===== config.mk =====
export PLATFORM = sky130hd
export DESIGN_NAME = frame_tx
export DESIGN_NICKNAME = d
export VERILOG_FILES = /design/src/rtl/ftx_pkg.sv /design/src/rtl/ftx_shifter.sv /design/src/rtl/ftx_slot_sel.sv /design/src/rtl/frame_tx.sv
export SDC_FILE = /design/constraint.sdc
export NUM_CORES = 1
export LEC_CHECK = 0
export BUFFER_PORTS_ARGS = -buffer_cell sky130_fd_sc_hd__buf_4
export CAP_MARGIN = 20
export CORE_AREA = 2 2 125 127
export DETAILED_ROUTE_END_ITERATION = 10
export DIE_AREA = 0 0 127 129
export PLACE_DENSITY = 0.64
export REMOVE_ABC_BUFFERS = 1
export SYNTH_ARGS = -nofsm -noshare
export SYNTH_HDL_FRONTEND = slang
export SYNTH_SLANG_ARGS = --single-unit

===== constraint.sdc =====
create_clock -name clk -period 2.5 [get_ports clk]
set_input_delay 0.25 -clock clk [delete_from_list [all_inputs] [get_ports clk]]
set_output_delay 0.25 -clock clk [all_outputs]
set_load 0.02 [all_outputs]

===== src/rtl/ftx_pkg.sv =====
package ftx_pkg;
  localparam int CHAR_W = 8;
  localparam int BYTE_W = CHAR_W + 1;

  typedef logic [BYTE_W-1:0] xbyte_t;

  // Type bit in the MSB so it leaves the shifter first.
  function automatic xbyte_t make_byte(input logic ctrl, input logic [CHAR_W-1:0] payload);
    return {ctrl, payload};
  endfunction

  // Slot position after a byte is taken: wraps to 1 after the SYNC position.
  function automatic int unsigned next_pos(input int unsigned pos, input int unsigned frame_len);
    return (pos >= frame_len) ? 1 : pos + 1;
  endfunction
endpackage


===== src/rtl/ftx_shifter.sv =====
module ftx_shifter
  import ftx_pkg::*;
#(
  parameter xbyte_t RESET_BYTE = '0
) (
  input  logic   clk,
  input  logic   rst_n,
  input  logic   bit_en,
  input  xbyte_t next_byte,
  output logic   ser_out,
  output logic   fetch,
  output logic   byte_req
);
  localparam int CNT_W = $clog2(BYTE_W);
  localparam logic [CNT_W-1:0] LAST = CNT_W'(BYTE_W - 1);

  logic [CNT_W-1:0] bit_cnt;
  xbyte_t           shreg;

  // The enabled cycle of the last bit takes the next byte: no idle bit.
  assign fetch   = bit_en && (bit_cnt == LAST);
  assign ser_out = shreg[BYTE_W-1];

  always_ff @(posedge clk) begin
    if (!rst_n) begin
      shreg    <= RESET_BYTE;
      bit_cnt  <= '0;
      byte_req <= 1'b0;
    end else if (bit_en) begin
      if (fetch) begin
        shreg    <= next_byte;
        bit_cnt  <= '0;
        byte_req <= ~byte_req;
      end else begin
        shreg    <= {shreg[BYTE_W-2:0], 1'b0};
        bit_cnt  <= bit_cnt + 1'b1;
      end
    end
  end

  p_req_toggle_r8: assert property (@(posedge clk) disable iff (!rst_n)
    fetch |=> (byte_req != $past(byte_req)));
  p_req_hold_r8: assert property (@(posedge clk) disable iff (!rst_n)
    !fetch |=> $stable(byte_req));
  p_line_hold_r7: assert property (@(posedge clk) disable iff (!rst_n)
    !bit_en |=> $stable(ser_out));
  p_cnt_range_r7: assert property (@(posedge clk) disable iff (!rst_n)
    bit_cnt <= LAST);
endmodule


===== src/rtl/ftx_slot_sel.sv =====
module ftx_slot_sel
  import ftx_pkg::*;
#(
  parameter int                NUM_SLOTS = 32,
  parameter logic [CHAR_W-1:0] SYNC_CODE = 8'hA5,
  parameter logic [CHAR_W-1:0] NULL_CODE = 8'h00
) (
  input  logic                        clk,
  input  logic                        rst_n,
  input  logic                        fetch,
  input  logic [NUM_SLOTS-1:0]        slot_avail,
  input  logic [NUM_SLOTS*CHAR_W-1:0] slot_data,
  output xbyte_t                      next_byte,
  output logic [NUM_SLOTS-1:0]        slot_ack
);
  localparam int FRAME_LEN = NUM_SLOTS + 1;
  localparam int SLOT_W    = $clog2(FRAME_LEN + 1);
  localparam logic [SLOT_W-1:0] SYNC_POS = SLOT_W'(FRAME_LEN);

  logic [SLOT_W-1:0]    slot_pos;
  logic [NUM_SLOTS-1:0] hit;
  logic [CHAR_W-1:0]    sel_char;
  logic                 sel_avail;
  logic                 sync_due;

  assign sync_due = (slot_pos == SYNC_POS);

  for (genvar g = 0; g < NUM_SLOTS; g++) begin : g_hit
    assign hit[g] = (slot_pos == SLOT_W'(g + 1));
  end

  always_comb begin
    sel_char = '0;
    for (int i = 0; i < NUM_SLOTS; i++) begin
      if (hit[i]) sel_char = sel_char | slot_data[i*CHAR_W +: CHAR_W];
    end
  end

  assign sel_avail = |(hit & slot_avail);

  always_comb begin
    if (sync_due)       next_byte = make_byte(1'b1, SYNC_CODE);
    else if (sel_avail) next_byte = make_byte(1'b0, sel_char);
    else                next_byte = make_byte(1'b1, NULL_CODE);
  end

  assign slot_ack = fetch ? (hit & slot_avail) : '0;

  always_ff @(posedge clk) begin
    if (!rst_n)     slot_pos <= SLOT_W'(1);
    else if (fetch) slot_pos <= SLOT_W'(next_pos(int'(slot_pos), FRAME_LEN));
  end

  p_pos_range_r2: assert property (@(posedge clk) disable iff (!rst_n)
    (slot_pos >= SLOT_W'(1)) && (slot_pos <= SYNC_POS));
  p_wrap_r2: assert property (@(posedge clk) disable iff (!rst_n)
    (fetch && sync_due) |=> (slot_pos == SLOT_W'(1)));
  p_step_r2: assert property (@(posedge clk) disable iff (!rst_n)
    (fetch && !sync_due) |=> (slot_pos == $past(slot_pos) + 1'b1));
  p_ack_onehot_r6: assert property (@(posedge clk) disable iff (!rst_n)
    $onehot0(slot_ack));
endmodule


===== src/rtl/frame_tx.sv =====
module frame_tx
  import ftx_pkg::*;
#(
  parameter int                NUM_SLOTS = 32,
  parameter logic [CHAR_W-1:0] SYNC_CODE = 8'hA5,
  parameter logic [CHAR_W-1:0] NULL_CODE = 8'h00
) (
  input  logic                        clk,
  input  logic                        rst_n,
  input  logic                        bit_en,
  input  logic [NUM_SLOTS-1:0]        slot_avail,
  input  logic [NUM_SLOTS*CHAR_W-1:0] slot_data,
  output logic [NUM_SLOTS-1:0]        slot_ack,
  output logic                        ser_out,
  output logic                        byte_req
);
  localparam xbyte_t FIRST_BYTE = make_byte(1'b1, SYNC_CODE);

  logic   fetch;
  xbyte_t next_byte;

  ftx_slot_sel #(
    .NUM_SLOTS(NUM_SLOTS),
    .SYNC_CODE(SYNC_CODE),
    .NULL_CODE(NULL_CODE)
  ) u_sel (
    .clk       (clk),
    .rst_n     (rst_n),
    .fetch     (fetch),
    .slot_avail(slot_avail),
    .slot_data (slot_data),
    .next_byte (next_byte),
    .slot_ack  (slot_ack)
  );

  ftx_shifter #(
    .RESET_BYTE(FIRST_BYTE)
  ) u_shift (
    .clk      (clk),
    .rst_n    (rst_n),
    .bit_en   (bit_en),
    .next_byte(next_byte),
    .ser_out  (ser_out),
    .fetch    (fetch),
    .byte_req (byte_req)
  );

  p_ack_on_fetch_r6: assert property (@(posedge clk) disable iff (!rst_n)
    (|slot_ack) |-> fetch);
  p_data_type_r3: assert property (@(posedge clk) disable iff (!rst_n)
    (|slot_ack) |=> !ser_out);
  p_ctrl_type_r4: assert property (@(posedge clk) disable iff (!rst_n)
    (fetch && !(|slot_ack)) |=> ser_out);
endmodule


# Word level (Yosys, flattened, before mapping)
# Index checks and enable logic that the tools add are counted.
# classes
div	0
mul	0
n_eq_ne	34
n_shift	0
bitwise	33
n_mux	38
n_reduce_logical	3
addsub	2
magnitude_cmp	1
# op_table
cell	n
$mux W8	32
$or A8 B8 Y8	31
$eq A6 B5 Y1 const B	16
$eq A6 B4 Y1 const B	8
$and A32 B32 Y32	1
$mux W32	1
$reduce_or A32 Y1	1
$mux W9	3
$eq A6 B3 Y1 const B	4
$eq A6 B2 Y1 const B	2
$eq A6 B6 Y1 const B	2
$add A6 B1 Y6 const B	1
$eq A6 B1 Y1 const B	1
$ge A6 B6 Y1 const B	1
$mux W6	1
$add A4 B1 Y4 const B	1
$eq A4 B4 Y1 const B	1
$mux W4	1
$reduce_and A2 Y1	1
$logic_and A1 B1 Y1	1
$not A1 Y1	1
# totals
latch_bits	0
mem_count	0
regBits	20
rom_bits	0
input_bits	291
ram_bits	0

# Depth between registers and ports, before layout
# Gate-level depths: netlist of run 1.
# logic_depth
depth_word	67
ltp_mapped	11
depth_no_buf	8

# Modules after synthesis
# A second synthesis of run 1 with hierarchy kept.
# unflattened
cells_unflattened	491
area_unflattened_um2	3554.7
# modules_own_cells
mod	n_inst	seq_area_each_um2	cells_per_inst	area_per_inst_um2
ftx_slot_sel	1	120.1	421	2875.3
ftx_shifter	1	280.3	70	679.4

# Least setup slack after synthesis of run 1
# No wires, ideal clock.
# synth_timing
path_kind	reg2reg
startpoint	register u_sel.slot_pos[1]
endpoint	register u_shift.shreg[7]
arrival_ns	2.035
path_stages_with_launch	11
setup_slack_ns	0.332
synth_period_minus_slack_ns	2.168
path_cell_list	dfxtp_1 inv_1 ha_1 buf_2 and3b_1 clkbuf_1 and3_1 a2111oi_4 nand3_2 o31ai_4 a22oi_1
# synth_via
elab_chain_cells	67
# synth_lines
element	line_no	source
start: declaration	ftx_slot_sel.sv:20	logic [SLOT_W-1:0] slot_pos;
start signal: assignment	ftx_slot_sel.sv:51	else if (fetch) slot_pos <= SLOT_W'(next_pos(int'(slot_pos), FRAME_LEN));
$eq A6 B1 Y1	ftx_slot_sel.sv:29	assign hit[g] = (slot_pos == SLOT_W'(g + 1));
$mux W8	ftx_slot_sel.sv:35	if (hit[i]) sel_char = sel_char | slot_data[i*CHAR_W +: CHAR_W];
$or A8 B8 Y8	ftx_slot_sel.sv:35	
$mux W8	ftx_slot_sel.sv:35	
$or A8 B8 Y8	ftx_slot_sel.sv:35	
$mux W8	ftx_slot_sel.sv:35	
$or A8 B8 Y8	ftx_slot_sel.sv:35	
$mux W8	ftx_slot_sel.sv:35	
[51 not listed]	-	
$mux W8	ftx_slot_sel.sv:35	
$or A8 B8 Y8	ftx_slot_sel.sv:35	
$mux W8	ftx_slot_sel.sv:35	
$or A8 B8 Y8	ftx_slot_sel.sv:35	
$mux W8	ftx_slot_sel.sv:35	
$mux W9	ftx_slot_sel.sv:43	else if (sel_avail) next_byte = make_byte(1'b0, sel_char);
$mux W9 *	ftx_slot_sel.sv:42	if (sync_due) next_byte = make_byte(1'b1, SYNC_CODE);
$mux W9 *	ftx_shifter.sv:30	if (fetch) begin
end signal: assignment	ftx_shifter.sv:31	shreg <= next_byte;
end signal: assignment	ftx_shifter.sv:35	shreg <= {shreg[BYTE_W-2:0], 1'b0};
end: declaration	ftx_shifter.sv:18	xbyte_t shreg;
# Mark *: on every way between the ends. The rest lies on a longest branch, timed or not.
# A chain may end at the register's enable or synchronous reset.

# Final worst setup path of run 1
# layout_timing
startpoint	register u_sel.slot_pos[1]
endpoint	output port slot_ack[0]
# layout_via
elab_chain_cells	3
# layout_lines
element	line_no	source
$eq A6 B1 Y1	ftx_slot_sel.sv:29	
$and A32 B32 Y32	ftx_slot_sel.sv:47	assign slot_ack = fetch ? (hit & slot_avail) : '0;
$mux W32	ftx_slot_sel.sv:47	
end: declaration	frame_tx.sv:13	output logic [NUM_SLOTS-1:0] slot_ack,
# Every way passes these cells.

==> flow_summary.json, run 1 <==
{
  "synth_top_family_by_area": "simple AND/OR/NAND/NOR gates",
  "min_path_type": "input port to flop",
  "grt_pass1_vias": 6155,
  "root_buffer": "clkbuf_16",
  "ys_ff_latch": 20,
  "grt_use_total": 0.325,
  "synth_area_sq_mm": 0.00361,
  "synth_ff_type": "dfxtp_1",
  "synth_fa_ha_area_frac": 0.0242,
  "relSlewSlack": 0.464,
  "final_layout_size_suffix_gt1_frac": 0.524,
  "ir_drop_mv": 0.144,
  "insertion_delay_ps": 260,
  "place_congestion": 0.997,
  "synth-compound-area-share": 0.350,
  "core_sq_mm": 0.0150,
  "reg2reg_setup_slack_ps": 30,
  "row_count": 45,
  "layout.nets": 1165,
  "p_per_area_mw_per_mm2": 193,
  "fillers": 1575,
  "ant_nets": 0,
  "antenna_found_initial": 3,
  "whs_endpoint": "u_shift.bit_cnt[0]",
  "hp-start": "rst_n",
  "numCtsBuffers": 3,
  "fp.dieH_microns": 129,
  "setup_viol": 1,
  "critPathKind": "flop to primary output",
  "rsz0062_at_grt": "true",
  "synthArstFlopShare": 0,
  "num_antenna_cells": 0,
  "p_leak_uw": 0.00331,
  "netlist_instances": 492,
  "grt_first_pass_wirelength_microns": 39400,
  "synth_mux_area_frac": 0.0298,
  "crit_slowest_cell": "nor3b_2",
  "r2r-end": "u_shift.shreg[8]",
  "area.growth.synth_to_final_pct": 91.2,
  "tightest_slew_ps": 801,
  "cpPeakStageDelay_ps": 670,
  "maxCapViolCount": 0,
  "cp-start-kind": "flop",
  "crit_required_ps": 2250,
  "post-route-worst-setup-slack_ps": -13.6,
  "max_freq_mhz": 398,
  "cts_tree": "done",
  "hold_depth": 2,
  "post-route-min-period_ps": 2510,
  "synth-simple-area-share": 0.401,
  "start_util": 0.241,
  "critPathMaxFanout": 8,
  "status": "finished with violations",
  "cp.arrival_ps": 2260,
  "synth_edf_count": 0,
  "r2r_cells": 8,
  "layout_commonest_cell": "buf_4",
  "skew_ps": 1.54,
  "routed_via_density": 5.88,
  "yosys_warnings": 0,
  "clockBufferDepth": 2,
  "path_cells": "inv_1 -> ha_1 -> nor3b_2 -> and3_1 -> and2_1 -> buf_4",
  "yosysUniqueCellTypes": 66,
  "mostFrequentLayoutCells": "407 x buf_4, 50 x a22oi_1, 46 x nand3_1",
  "report.final.slew_viol_count": 0,
  "cts_htree_levels": 1,
  "yosysSeqAreaShare": 0.111,
  "grt_overflow": 0,
  "numPortBuffers": 324,
  "r2r_start": "u_sel.slot_pos[1]",
  "period_share": 1.01,
  "drt_first_pass_iters": 7,
  "violations": "negative setup slack",
  "routed_wl_microns": 28100,
  "fin_util": 0.461,
  "vias": 6198,
  "ioPinCount": 325,
  "die_width_microns": 127,
  "hold_viol": 0,
  "drc": 0,
  "synth-xor-area-share": 0.0170,
  "path_clk_slew_ps": 60,
  "setup_tns_ps": -13.6,
  "cp-end-kind": "primary output",
  "cts_sinks": 20,
  "dp_hpwl_microns": 23900,
  "drt-initial-drc-count": 791,
  "fp.dieArea_sq_mm": 0.0164,
  "synth_area_per_cell_sq_um": 7.34,
  "avgRoutedWirePerCell_microns": 26.7,
  "grt_max_degree": 39
}
[metal layers]
metal,global-route usage,vias to the layer above,part of all wire
met4,0.110,6,0.038
met3,0.0832,91,0.11
met2,0.544,486,0.46
met5,0,-,0.0015
li1,-,2729,-
met1,0.409,2886,0.39
[metrics by stage]
stage / power (uW) / hold WS, ps / cells / setup slack (ps) / area [sq um]
floorplan: 441 / 372 / 452 / -135 / 3400
global placement: 874 / 518 / 1049 / -30.2 / 6760
detailed placement: 872 / 531 / 1049 / -14.9 / 6760
CTS: 1330 / 335 / 1053 / 22.0 / 6880
global route: 1380 / 338 / 1054 / -68.7 / 6910
finish: 1340 / 332 / 1054 / -13.6 / 6910
[cells in the mapped netlist, drive strengths merged (7+ instances only)]
| cell | count | area, sq um |
|---|---|---|
| buf | 21 | 138 |
| nor2 | 38 | 180 |
| and3 | 35 | 219 |
| a22oi | 50 | 375 |
| a221oi | 12 | 111 |
| nand3 | 47 | 240 |
| dfxtp | 20 | 400 |
| nand2 | 32 | 123 |
| inv | 9 | 33.8 |
| o21ai | 10 | 50.0 |
| a32oi | 18 | 158 |
| nor4 | 10 | 62.6 |
| clkbuf | 19 | 71.3 |
| nor3 | 8 | 40.0 |
| nand4 | 23 | 159 |
| nand3b | 7 | 52.6 |
| nand2b | 8 | 50.1 |
| and2 | 12 | 77.6 |
| ha | 7 | 87.6 |
| a22o | 13 | 114 |
[flip-flops by register name, indices dropped and copies added, names as in the netlist]
register          count
u_shift.shreg         9
u_sel.slot_pos        6
u_shift.bit_cnt       4
u_shift.byte_req      1
[cells by family (layout without fill, tap and decap cells)]
logic type                 after synthesis  in the layout
and+or+nand+nor                        250            250
buffers and inverters                   49            423
muxes                                   10             10
xor gates and xnor gates                 7              7
adders and majority gates                7              7
AOI/OAI and AO/OA                      149            149
DFF                                     20             20
[where the power goes]
part,internal (uW),switching (uW),leakage (uW)
Combinational,347,178,0.00310
Clock,319,144,0.0000511
Sequential,337,12.2,0.000165
Total,1000,334,0.00331
[area by class of cell]
class / count / area (sq um) / area share
clock inverter: 1 / 30.0 / 0.00435
inverter: 9 / 33.8 / 0.00489
timing repair buffer: 410 / 3120 / 0.451
clock buffer: 3 / 75.1 / 0.0109
tap: 188 / 235 / 0.0341
sequential: 20 / 402 / 0.0582
multi-input combinational: 423 / 3010 / 0.436
[worst max-delay path: cells and delay by family (launching register included)]
family                     cells  cell delay, ps
DFF                            1             330
and+or+nand+nor                3            1180
buffers and inverters          2             280
adders and majority gates      1             210
[worst max-delay path by stage]
stage	startpoint	end	slack [ps]	cells after the start
2_1_floorplan	u_sel.slot_pos[0]	u_shift.shreg[8]	-130	8
3_3_place_gp	u_sel.slot_pos[1]	u_shift.shreg[4]	-30	9
3_5_place_dp	u_sel.slot_pos[1]	u_shift.shreg[4]	-10	9
4_1_cts	u_sel.slot_pos[0]	slot_ack[11]	20	7
5_1_grt	u_sel.slot_pos[1]	u_shift.shreg[1]	-70	9
6_report	u_sel.slot_pos[1]	slot_ack[0]	-10	6
[what timing repair did]
action | CTS | global route
hold buffers | 0 | 0
resized for setup | 3 | 7
endpoints found under the setup margin | 3 | 18
pin swaps | 0 | 1
setup buffers | 0 | 1
Power figures use the tool's default switching activity.
==> run 2: changes to the inputs <==
REMOVE_ABC_BUFFERS = unset   (was 1)
==> flow_summary.json, run 2 (synthesis results as in run 1) <==
{
  "root_buffer": "clkbuf_16",
  "tightest_slew_ps": 619,
  "cts_htree_levels": 1,
  "grt_max_degree": 29,
  "drt_first_pass_iters": 5,
  "layout_commonest_cell": "buf_4",
  "maxCapViolCount": 0,
  "dp_cells": 1045,
  "grt_use_total": 0.329,
  "hold_viol": 0,
  "max_freq_mhz": 408,
  "ant_nets": 0,
  "routed_wl_microns": 28300,
  "report.final.slew_viol_count": 0,
  "p_per_area_mw_per_mm2": 181,
  "mostFrequentLayoutCells": "402 x buf_4, 50 x a22oi_1, 46 x nand3_1",
  "skew_ps": 4.27,
  "path_clk_slew_ps": 60,
  "antenna_found_initial": 4,
  "cp.arrival_ps": 2580,
  "relSlewSlack": 0.586,
  "holdBufCountCts": 0,
  "drc": 0,
  "p_leak_uw": 0.00328,
  "numCtsBuffers": 3,
  "p_total_uw": 1250,
  "status": "completed",
  "setup_viol": 0,
  "fillers": 1571,
  "die_width_microns": 127,
  "row_count": 45,
  "cp-end-kind": "flop",
  "rsz0062_at_grt": "true",
  "grt_pass1_vias": 6162,
  "fp.dieArea_sq_mm": 0.0164,
  "start_util": 0.241,
  "ir_drop_mv": 0.184,
  "area.growth.synth_to_final_pct": 90.3,
  "crit_required_ps": 2630,
  "grt_overflow": 0,
  "vias": 6116,
  "final_layout_size_suffix_gt1_frac": 0.528,
  "min_path_type": "input port to flop",
  "core_sq_mm": 0.0150,
  "post-route-min-period_ps": 2450,
  "avgRoutedWirePerCell_microns": 26.9,
  "layout.nets": 1160,
  "drt-initial-drc-count": 642,
  "insertion_delay_ps": 260,
  "period_share": 0.980,
  "fp.dieH_microns": 129,
  "routed_via_density": 5.82,
  "cts_setup_buffers": 0,
  "layout.cells.non_filler": 1051,
  "cts_sinks": 20,
  "hold_slack_ps": 336,
  "clockBufferDepth": 2,
  "top_regs": "u_shift.shreg (9), u_sel.slot_pos (6), u_shift.bit_cnt (4)",
  "place_congestion": 1.02,
  "grt_first_pass_wirelength_microns": 39400,
  "numPortBuffers": 324,
  "dp_hpwl_microns": 23900,
  "ioPinCount": 325,
  "critPathMaxFanout": 7,
  "cts_tree": "done",
  "syn_nets": 790,
  "cp-start-kind": "flop",
  "top_register": "u_shift.shreg",
  "critPathKind": "flop to flop",
  "largest_reg_flops": 9
}
[run 2: cell types whose count changed in the layout (fill, tap and decap cells not counted), moves of 2 or more]
cell / change
nor4_2: +2
dfxtp_1: -2
diode_2: +2
buf_4: -5
dfxtp_2: +2
[run 2: worst max-delay path: stages (launching register included)]
cell	delay [ps]
dfxtp_2	350
inv_1	70
ha_1	240
buf_4	150
nand3b_1	170
nor2_1	120
buf_4	200
a32oi_1	270
nand4_1	230
nor4_2	370
a211oi_1	130
[run 2: report_power, final]
part	total [uW]	switching, uW	leakage, uW	internal [uW]
logic	521	177	0.00307	344
registers	349	12.4	0.000165	337
clock network	377	132	0.0000442	244
[run 2: repair_timing]
item,4_1_cts,5_1_grt
pin swaps,0,5
gates resized for setup,2,13
setup endpoints to repair,2,15
[run 2: cell type report]
| type | instances | area (sq um) | area share |
|---|---|---|---|
| Tap cell | 188 | 235 | 0.0342 |
| Clock buffer | 4 | 88.8 | 0.0129 |
| Inverter | 9 | 33.8 | 0.00491 |
| Timing Repair Buffer | 405 | 3080 | 0.448 |
| Sequential cell | 20 | 404 | 0.0588 |
| Multi-Input combinational cell | 423 | 3030 | 0.441 |
| Antenna cell | 2 | 5.00 | 0.000728 |
[run 2: worst paths after layout]
check                                           to          startpoint  depth (start not counted)  slack (ps)
worst min register to register  u_shift.bit_cnt[3]  u_shift.bit_cnt[3]                          2         540
worst min-delay path            u_shift.bit_cnt[0]               rst_n                          2         340
worst max register to register    u_shift.shreg[3]   u_sel.slot_pos[0]                         10          50
worst max-delay path              u_shift.shreg[3]   u_sel.slot_pos[0]                         10          50
[run 2: metal layers]
layer | GRT usage | vias to the layer above | share of wire
li1 | - | 2724 | -
met1 | 0.403 | 2882 | 0.39
met2 | 0.546 | 411 | 0.46
met3 | 0.0944 | 95 | 0.10
met4 | 0.131 | 4 | 0.051
met5 | 0 | - | 0.00088
[run 2: per-stage QoR]
step                      cell area [sq um]  utilization  setup slack, ps  setup TNS (ps)
after floorplan                        3610            -              332               0
after global placement                 6730        0.449             92.1               0
after detailed placement               6730        0.449             75.3               0
after CTS                              6830        0.456             39.8               0
after global routing                   6870        0.459            -19.6           -62.3
final                                  6880        0.459             50.6               0
